<file path="src/rtl/strobe_cycle_decoder_pkg.sv">
`timescale 1ns/1ps
package strobe_cycle_decoder_pkg;

   typedef enum logic [2:0] {
      CYC_IDLE     = 3'd0,
      CYC_ACCESS   = 3'd1,
      CYC_CBR      = 3'd2,
      CYC_HIDDEN   = 3'd3,
      CYC_TEST     = 3'd4,
      CYC_SELF     = 3'd5,
      CYC_RAS_ONLY = 3'd6,
      CYC_SR_EXIT  = 3'd7
   } cyc_kind_t;

endpackage

</file>
<file path="src/rtl/sdc_strobe_edges.sv">
`timescale 1ns/1ps
module sdc_strobe_edges #(
   parameter int N = 2
) (
   input  logic         clk,
   input  logic         rst_n,
   input  logic [N-1:0] strobe_n,
   output logic [N-1:0] held_n,
   output logic [N-1:0] fall,
   output logic [N-1:0] rise
);

   if (N < 1) begin : g_bad_n
      $error("sdc_strobe_edges: N must be at least 1");
   end

   for (genvar i = 0; i < N; i++) begin : g_lane
      always_ff @(posedge clk or negedge rst_n) begin
         if (!rst_n) held_n[i] <= 1'b1;
         else        held_n[i] <= strobe_n[i];
      end
      assign fall[i] = held_n[i] & ~strobe_n[i];
      assign rise[i] = ~held_n[i] & strobe_n[i];
   end

endmodule

</file>
<file path="src/rtl/sdc_span_timer.sv">
`timescale 1ns/1ps
module sdc_span_timer #(
   parameter int LIMIT = 16
) (
   input  logic clk,
   input  logic rst_n,
   input  logic clear,
   input  logic run,
   output logic done
);

   localparam int CW = (LIMIT < 2) ? 1 : $clog2(LIMIT);

   if (LIMIT < 1) begin : g_bad_limit
      $error("sdc_span_timer: LIMIT must be at least 1");
   end

   logic [CW-1:0] cnt;

   assign done = run & ~clear & (cnt == CW'(LIMIT - 1));

   always_ff @(posedge clk or negedge rst_n) begin
      if (!rst_n)     cnt <= '0;
      else if (clear) cnt <= '0;
      else if (run) begin
         if (done) cnt <= '0;
         else      cnt <= cnt + 1'b1;
      end
   end

   assert_span_in_range_R9: assert property (@(posedge clk) disable iff (!rst_n)
      cnt <= CW'(LIMIT - 1));

endmodule

</file>
<file path="src/rtl/sdc_refresh_row.sv">
`timescale 1ns/1ps
module sdc_refresh_row #(
   parameter int ROWS = 4096
) (
   input  logic                     clk,
   input  logic                     rst_n,
   input  logic                     inc,
   output logic [$clog2(ROWS)-1:0]  row
);

   localparam int  RW      = $clog2(ROWS);
   localparam bit  IS_POW2 = ((ROWS & (ROWS - 1)) == 0);

   if (ROWS < 2) begin : g_bad_rows
      $error("sdc_refresh_row: ROWS must be at least 2");
   end

   if (IS_POW2) begin : g_pow2
      always_ff @(posedge clk or negedge rst_n) begin
         if (!rst_n)   row <= '0;
         else if (inc) row <= row + 1'b1;
      end
   end else begin : g_mod
      always_ff @(posedge clk or negedge rst_n) begin
         if (!rst_n) row <= '0;
         else if (inc) begin
            if (row == RW'(ROWS - 1)) row <= '0;
            else                      row <= row + 1'b1;
         end
      end
   end

   assert_row_idle_R8: assert property (@(posedge clk) disable iff (!rst_n)
      !inc |=> $stable(row));

   assert_row_wrap_R8: assert property (@(posedge clk) disable iff (!rst_n)
      (inc && row == RW'(ROWS - 1)) |=> (row == '0));

   assert_row_bound_R8: assert property (@(posedge clk) disable iff (!rst_n)
      row <= RW'(ROWS - 1));

endmodule

</file>
<file path="src/rtl/strobe_cycle_decoder.sv">
`timescale 1ns/1ps
module strobe_cycle_decoder
   import strobe_cycle_decoder_pkg::*;
#(
   parameter int ADDR_W       = 13,
   parameter int ROWS         = 4096,
   parameter int SR_ENTRY_CYC = 5000,
   parameter int SR_STEP_CYC  = 781,
   parameter int SR_PRECH_CYC = 8
) (
   input  logic                     clk,
   input  logic                     rst_n,
   input  logic                     ras_n,
   input  logic                     cas_n,
   input  logic                     we_n,
   input  logic                     oe_n,
   input  logic [ADDR_W-1:0]        addr,
   output logic [2:0]               cyc_type,
   output logic [ADDR_W-1:0]        row_addr,
   output logic [$clog2(ROWS)-1:0]  refresh_row,
   output logic                     row_le,
   output logic                     col_le,
   output logic                     dq_oe
);

   localparam int RW = $clog2(ROWS);

   if (ADDR_W < RW) begin : g_bad_width
      $error("strobe_cycle_decoder: ADDR_W too narrow for ROWS");
   end
   if (SR_PRECH_CYC < 1 || SR_STEP_CYC < 1 || SR_ENTRY_CYC < 1) begin : g_bad_time
      $error("strobe_cycle_decoder: timing limits must be positive");
   end

   // ---------------- strobe edges ----------------
   logic [1:0] st_held, st_fall, st_rise;
   sdc_strobe_edges #(.N(2)) u_edges (
      .clk      (clk),
      .rst_n    (rst_n),
      .strobe_n ({cas_n, ras_n}),
      .held_n   (st_held),
      .fall     (st_fall),
      .rise     (st_rise)
   );

   logic ras_q, cas_q, ras_fall, ras_rise, cas_fall, cas_rise;
   assign ras_q    = st_held[0];
   assign cas_q    = st_held[1];
   assign ras_fall = st_fall[0];
   assign ras_rise = st_rise[0];
   assign cas_fall = st_fall[1];
   assign cas_rise = st_rise[1];

   // ---------------- state ----------------
   cyc_kind_t cyc_q, cyc_d, new_cls;
   logic      col_seen, cas_held, dq_valid;
   logic      row_le_q, col_le_q;
   logic [ADDR_W-1:0] row_addr_q;

   logic in_exit, in_self, refr_cls, start, col_fire;
   logic entry_run, entry_done, step_run, step_done;
   logic exit_clear, exit_done, ref_inc;

   assign in_exit  = (cyc_q == CYC_SR_EXIT);
   assign in_self  = (cyc_q == CYC_SELF);
   assign refr_cls = (cyc_q == CYC_CBR) || (cyc_q == CYC_HIDDEN);
   assign start    = ras_fall & ~in_exit;
   assign col_fire = cas_fall & ~ras_n & (cyc_q == CYC_ACCESS);

   always_comb begin
      if (cas_n)      new_cls = CYC_ACCESS;
      else if (cas_held) new_cls = CYC_HIDDEN;
      else if (!we_n) new_cls = CYC_TEST;
      else            new_cls = CYC_CBR;
   end

   // ---------------- timers ----------------
   assign entry_run = ~ras_n & refr_cls & ~ras_fall;
   sdc_span_timer #(.LIMIT(SR_ENTRY_CYC)) u_entry_timer (
      .clk   (clk),
      .rst_n (rst_n),
      .clear (ras_fall),
      .run   (entry_run),
      .done  (entry_done)
   );

   assign step_run = in_self & ~ras_n;
   sdc_span_timer #(.LIMIT(SR_STEP_CYC)) u_step_timer (
      .clk   (clk),
      .rst_n (rst_n),
      .clear (entry_done),
      .run   (step_run),
      .done  (step_done)
   );

   assign exit_clear = ras_rise & in_self;
   sdc_span_timer #(.LIMIT(SR_PRECH_CYC)) u_exit_timer (
      .clk   (clk),
      .rst_n (rst_n),
      .clear (exit_clear),
      .run   (in_exit),
      .done  (exit_done)
   );

   // ---------------- refresh counter ----------------
   assign ref_inc = (ras_rise & (refr_cls | in_self)) | step_done;

   sdc_refresh_row #(.ROWS(ROWS)) u_refresh_row (
      .clk   (clk),
      .rst_n (rst_n),
      .inc   (ref_inc),
      .row   (refresh_row)
   );

   // ---------------- cycle classification ----------------
   always_comb begin
      cyc_d = cyc_q;
      if (start)                                          cyc_d = new_cls;
      else if (entry_done)                                cyc_d = CYC_SELF;
      else if (exit_clear)                                cyc_d = CYC_SR_EXIT;
      else if (exit_done)                                 cyc_d = CYC_IDLE;
      else if (ras_rise && cyc_q == CYC_ACCESS && !col_seen) cyc_d = CYC_RAS_ONLY;
   end

   always_ff @(posedge clk or negedge rst_n) begin
      if (!rst_n) begin
         cyc_q      <= CYC_IDLE;
         col_seen   <= 1'b0;
         cas_held   <= 1'b0;
         dq_valid   <= 1'b0;
         row_le_q   <= 1'b0;
         col_le_q   <= 1'b0;
         row_addr_q <= '0;
      end else begin
         cyc_q    <= cyc_d;
         row_le_q <= start & cas_n;
         col_le_q <= col_fire;

         if (start)         col_seen <= 1'b0;
         else if (col_fire) col_seen <= 1'b1;

         if (cas_rise)      cas_held <= 1'b0;
         else if (col_fire) cas_held <= 1'b1;

         if (ras_n && cas_n) dq_valid <= 1'b0;
         else if (col_fire)  dq_valid <= we_n;

         if (start) row_addr_q <= cas_n ? addr : ADDR_W'(refresh_row);
      end
   end

   assign cyc_type = cyc_q;
   assign row_addr = row_addr_q;
   assign row_le   = row_le_q;
   assign col_le   = col_le_q;
   assign dq_oe    = dq_valid & ~oe_n;

   // ---------------- assertions ----------------
   assert_rowle_access_R2: assert property (@(posedge clk) disable iff (!rst_n)
      row_le |-> (cyc_q == CYC_ACCESS));

   assert_rowle_pulse_R2: assert property (@(posedge clk) disable iff (!rst_n)
      row_le |=> !row_le);

   assert_colle_ras_low_R3: assert property (@(posedge clk) disable iff (!rst_n)
      col_le |-> !ras_q);

   assert_off_when_both_high_R11: assert property (@(posedge clk) disable iff (!rst_n)
      (ras_q && cas_q) |-> !dq_valid);

   assert_rasonly_dark_R7: assert property (@(posedge clk) disable iff (!rst_n)
      (cyc_q == CYC_RAS_ONLY) |-> !dq_valid);

   assert_self_from_refresh_R9: assert property (@(posedge clk) disable iff (!rst_n)
      (cyc_q == CYC_SELF && $past(cyc_q) != CYC_SELF) |->
      ($past(cyc_q) == CYC_CBR || $past(cyc_q) == CYC_HIDDEN));

   assert_exit_ignores_fall_R10: assert property (@(posedge clk) disable iff (!rst_n)
      (in_exit && ras_fall) |=> (!row_le && cyc_q inside {CYC_SR_EXIT, CYC_IDLE}));

   assert_test_no_advance_R5: assert property (@(posedge clk) disable iff (!rst_n)
      (cyc_q == CYC_TEST) |=> $stable(refresh_row));

endmodule

</file>
<file path="config.mk">
export PLATFORM = sky130hd
export DESIGN_NAME = strobe_cycle_decoder
export DESIGN_NICKNAME = d
export VERILOG_FILES = /design/src/rtl/strobe_cycle_decoder_pkg.sv /design/src/rtl/sdc_strobe_edges.sv /design/src/rtl/sdc_span_timer.sv /design/src/rtl/sdc_refresh_row.sv /design/src/rtl/strobe_cycle_decoder.sv
export SDC_FILE = /design/constraint.sdc
export NUM_CORES = 1
export LEC_CHECK = 0
export BUFFER_PORTS_ARGS = -buffer_cell sky130_fd_sc_hd__buf_2
export CAP_MARGIN = 40
export CORE_ASPECT_RATIO = 0.8
export CORE_MARGIN = 1
export CORE_UTILIZATION = 30
export CTS_CLUSTER_DIAMETER = 80
export DETAILED_ROUTE_END_ITERATION = 10
export PLACE_DENSITY_LB_ADDON = 0.1
export RECOVER_POWER = 25
export SLEW_MARGIN = 20
export SYNTH_ARGS = -nofsm -noshare
export SYNTH_HDL_FRONTEND = slang
export SYNTH_SLANG_ARGS = --single-unit
</file>
<file path="constraint.sdc">
create_clock -name clk -period 2.58 [get_ports clk]
set_clock_uncertainty 0.1 [all_clocks]
set_input_delay 0 -clock clk [delete_from_list [all_inputs] [get_ports clk]]
set_output_delay 0 -clock clk [all_outputs]
set_load 0.01 [all_outputs]
</file>
==> results.sh <==
export IMPL_status="completed"
export IMPL_async_reset_ff_share_pct=100.0
export IMPL_clock_path_buffers=2
export IMPL_fin_crit_ns=2.350
export IMPL_synth_top_flop_cell="dfrtp_1"
export IMPL_ys_types=49
export IMPL_tightestPinTransition_ns=0.9986
export IMPL_place_gp_congestion=0.7446
export IMPL_synth_avg_cell_area_um2=10.51
export IMPL_post_cts_setup_buffers=0
export IMPL_synth_adder_area_share_pct=2.414
export IMPL_vdd_drop_max_mv=0.3824
export IMPL_core_um2=9849
export IMPL_routed_wl_um=7370
export IMPL_setup_ws_ns=0.2304
export IMPL_arrival_ns=2.46
export IMPL_drive_gt1_share_pct=19.30
export IMPL_crit_type="reg -> reg"
export IMPL_portBuffers=49
export IMPL_fin_worst_hold_slack_ns=0.1265
export IMPL_syn_num_nets=321
export IMPL_drt_iter0_drc=157
export IMPL_routed_via_density=4.921
export IMPL_firstDrtPassIters=4
export IMPL_muxShareOfSynthArea_pct=6.597
export IMPL_antenna_found_initial=0
export IMPL_grt_pass1_vias=2454
export IMPL_finalSetupViolations=0
export IMPL_synth_compound_area_share_pct=17.26
export IMPL_hold_viol_final=0
export IMPL_reg2reg_depth=5
export IMPL_wl_per_cell_um=14.48
export IMPL_synth_top_family_by_area="simple AND/OR/NAND/NOR gates"
export IMPL_ios=50
export IMPL_grt_pass1_wl_um=12600
export IMPL_cts_sinks=61
export IMPL_worst_r2r_setup_slack_ns=0.23
export IMPL_yosys_warnings=0
export IMPL_fin_cells=509
export IMPL_dp_cells=475
export IMPL_yosys_area_share_simple_pct=17.42
export IMPL_cts_made_buffers=9
export IMPL_p_per_area_nw_per_um2=737.4
export IMPL_period_share_pct=91.07
export IMPL_pre_cts_slack_ns=0.1945
export IMPL_yosysSeqAreaShare_pct=49.16
export IMPL_chipHeight_um=93.08
export IMPL_cp_data_required_time_ns=2.69
export IMPL_syn_instance_count=296
export IMPL_fin_setup_tns_ns=0
export IMPL_drv_cap=0
export IMPL_p_total_mw=2.909
export IMPL_slew_violations=0
export IMPL_hold_path_class="in -> async"
export IMPL_die_x_um=115.8
export IMPL_diodes=0
export IMPL_utilization_pct=40.05
export IMPL_area_growth_pct=26.83
export IMPL_overflow=0
export IMPL_grt_max_degree=39
export IMPL_initial_core_util_pct=31.58
export IMPL_timing_slew_headroom_pct=33.43
export IMPL_ys_ff_latch=61
export IMPL_end_kind="register"
export IMPL_antenna_left=0
export IMPL_r2r_start="u_entry_timer.cnt[0]"
export IMPL_dpl_hpwl_um=5105
export IMPL_die_area_um2=10780
export IMPL_tritoncts="yes"
export IMPL_synthXorXnorAreaFrac_pct=3.942
export IMPL_row_count=32
export IMPL_place_area_um2=3512
export IMPL_clk_pin_slew_worst_paths_ns=0.05
export IMPL_regToRegEndpoint="u_step_timer.cnt[5]"
export IMPL_rsz0062_at_grt="no"
export IMPL_worst_path_max_fanout=10
export IMPL_startpoint_type="register"
export IMPL_max_clock_freq_mhz=425.6
export IMPL_h_tree_depth=3
export IMPL_grt_use_total_pct=15.47
export IMPL_synth_edf_count=0
export IMPL_total_leakage_power_nw=1.850
export IMPL_route_detailed_drc=0
export IMPL_fin_nets=393
export IMPL_num_vias=2505
export IMPL_syn_area_um2=3110
export IMPL_worstSkewPairLatency_ns=0.33
export IMPL_cts_root_buf="clkbuf_16"
export IMPL_final_area_um2=3945
==> synthesized netlist by cell type (3+ instances only) <==
library cell	number	area, um2
inv_1	5	18.77
nand2b_1	8	50.05
a21oi_1	7	35.03
ha_1	6	75.07
and3_1	11	68.82
nor4_1	3	18.77
mux2i_1	16	160.2
a31oi_1	7	43.79
nand3_1	11	55.05
nand2_1	25	93.84
xnor2_1	12	105.1
o21ai_0	19	95.09
mux2_2	4	45.04
a221o_1	7	70.07
nor3_1	4	20.02
nand4_1	7	43.79
a22o_1	8	70.07
nor2b_1	4	25.02
a41oi_1	3	26.28
nor2_1	17	63.81
dfrtp_1	59	1476
o2111ai_1	8	70.07
clkbuf_1	8	30.03
==> state kept, by name, summed over array words and instances, names as in the netlist <==
register           count
col_le                 1
u_exit_timer.cnt       3
u_entry_timer.cnt     13
col_seen               1
u_refresh_row.row     12
cyc_type               3
dq_valid               1
row_addr              13
row_le                 1
cas_held               1
u_step_timer.cnt      10
u_edges.held_n         2
==> kinds of logic (layout without fill, tap and decap cells) <==
group           after synthesis  after routing
compound gates               73             73
xor+xnor                     14             14
fa+ha+maj                     6              6
buf+inv                      20             97
flops                        61             61
mux                          20             20
simple gates                102            102
==> routing by layer <==
layer  vias to the layer above  track usage, %  wire length (um)  part of all wire (%)
met4                         0           6.410               127                   1.7
met2                        51           21.43              3127                    42
met1                      1184           21.84              3765                    51
met5                         -               0                 0                     0
met3                        11           5.055               349                   4.7
li1                       1259               -                 -                     -
==> area by class of cell <==
type | instances | area (um2)
multi-input cells | 215 | 1481
inverters | 5 | 18.77
fillers | 1012 | 5904
repair buffers | 76 | 484.2
flip-flops and latches | 61 | 1529
clock buffers | 16 | 261.5
well taps | 136 | 170.2
==> layout by cell type, fill, tap and decap left out, drive strengths merged, types with 2 or more instances in the layout <==
cell / netlist / layout
nor2b: 4 / 4
inv: 5 / 5
mux2: 4 / 4
dfstp: 2 / 2
o2111ai: 8 / 8
nor3b: 2 / 2
a21o: 2 / 2
buf: 7 / 54
xnor2: 12 / 12
a31oi: 7 / 7
o21ai: 19 / 19
nand3: 11 / 11
o211a: 2 / 2
nand4: 7 / 7
a41oi: 4 / 4
and3: 11 / 11
nor3: 4 / 4
a221o: 7 / 7
ha: 6 / 6
nand2b: 8 / 8
clkbuf: 8 / 20
a22o: 8 / 8
mux2i: 16 / 16
dlygate4sd3: 0 / 18
and4b: 2 / 2
xor2: 2 / 2
nor2: 17 / 17
a21oi: 7 / 7
nor4: 3 / 3
nand2: 25 / 25
and2: 2 / 2
o32ai: 2 / 2
dfrtp: 59 / 59
==> worst max-delay path: stages, from the launching register on <==
cell,delay (ns)
dfrtp_1,0.45
ha_1,0.20
nor4b_1,0.43
nand4_1,0.27
o21a_1,0.39
a221o_1,0.40
==> worst max path at each step <==
| stage | startpoint | to | slack, ns | cells after the start |
|---|---|---|---|---|
| after floorplan | u_entry_timer.cnt[0] | u_step_timer.cnt[5] | 0.45 | 6 |
| after global placement | u_entry_timer.cnt[0] | u_step_timer.cnt[7] | 0.28 | 5 |
| after detailed placement | u_entry_timer.cnt[0] | u_step_timer.cnt[5] | 0.19 | 5 |
| after CTS | u_entry_timer.cnt[0] | u_step_timer.cnt[5] | 0.20 | 5 |
| after global routing | u_entry_timer.cnt[0] | u_step_timer.cnt[6] | 0.02 | 5 |
| final | u_entry_timer.cnt[0] | u_step_timer.cnt[5] | 0.23 | 5 |
==> timing repair <==
item	4_1_cts	5_1_grt
hold buffers	18	0
endpoints found under the hold margin	80	0
resized for setup	0	0
==> power breakdown <==
group	switching, mW	internal [mW]	total (mW)
clock	0.392	0.677	1.07
combinational	0.312	0.281	0.593
sequential	0.148	1.10	1.25
total	0.852	2.06	2.91
Note: power is estimated with default switching activity, not from simulation.
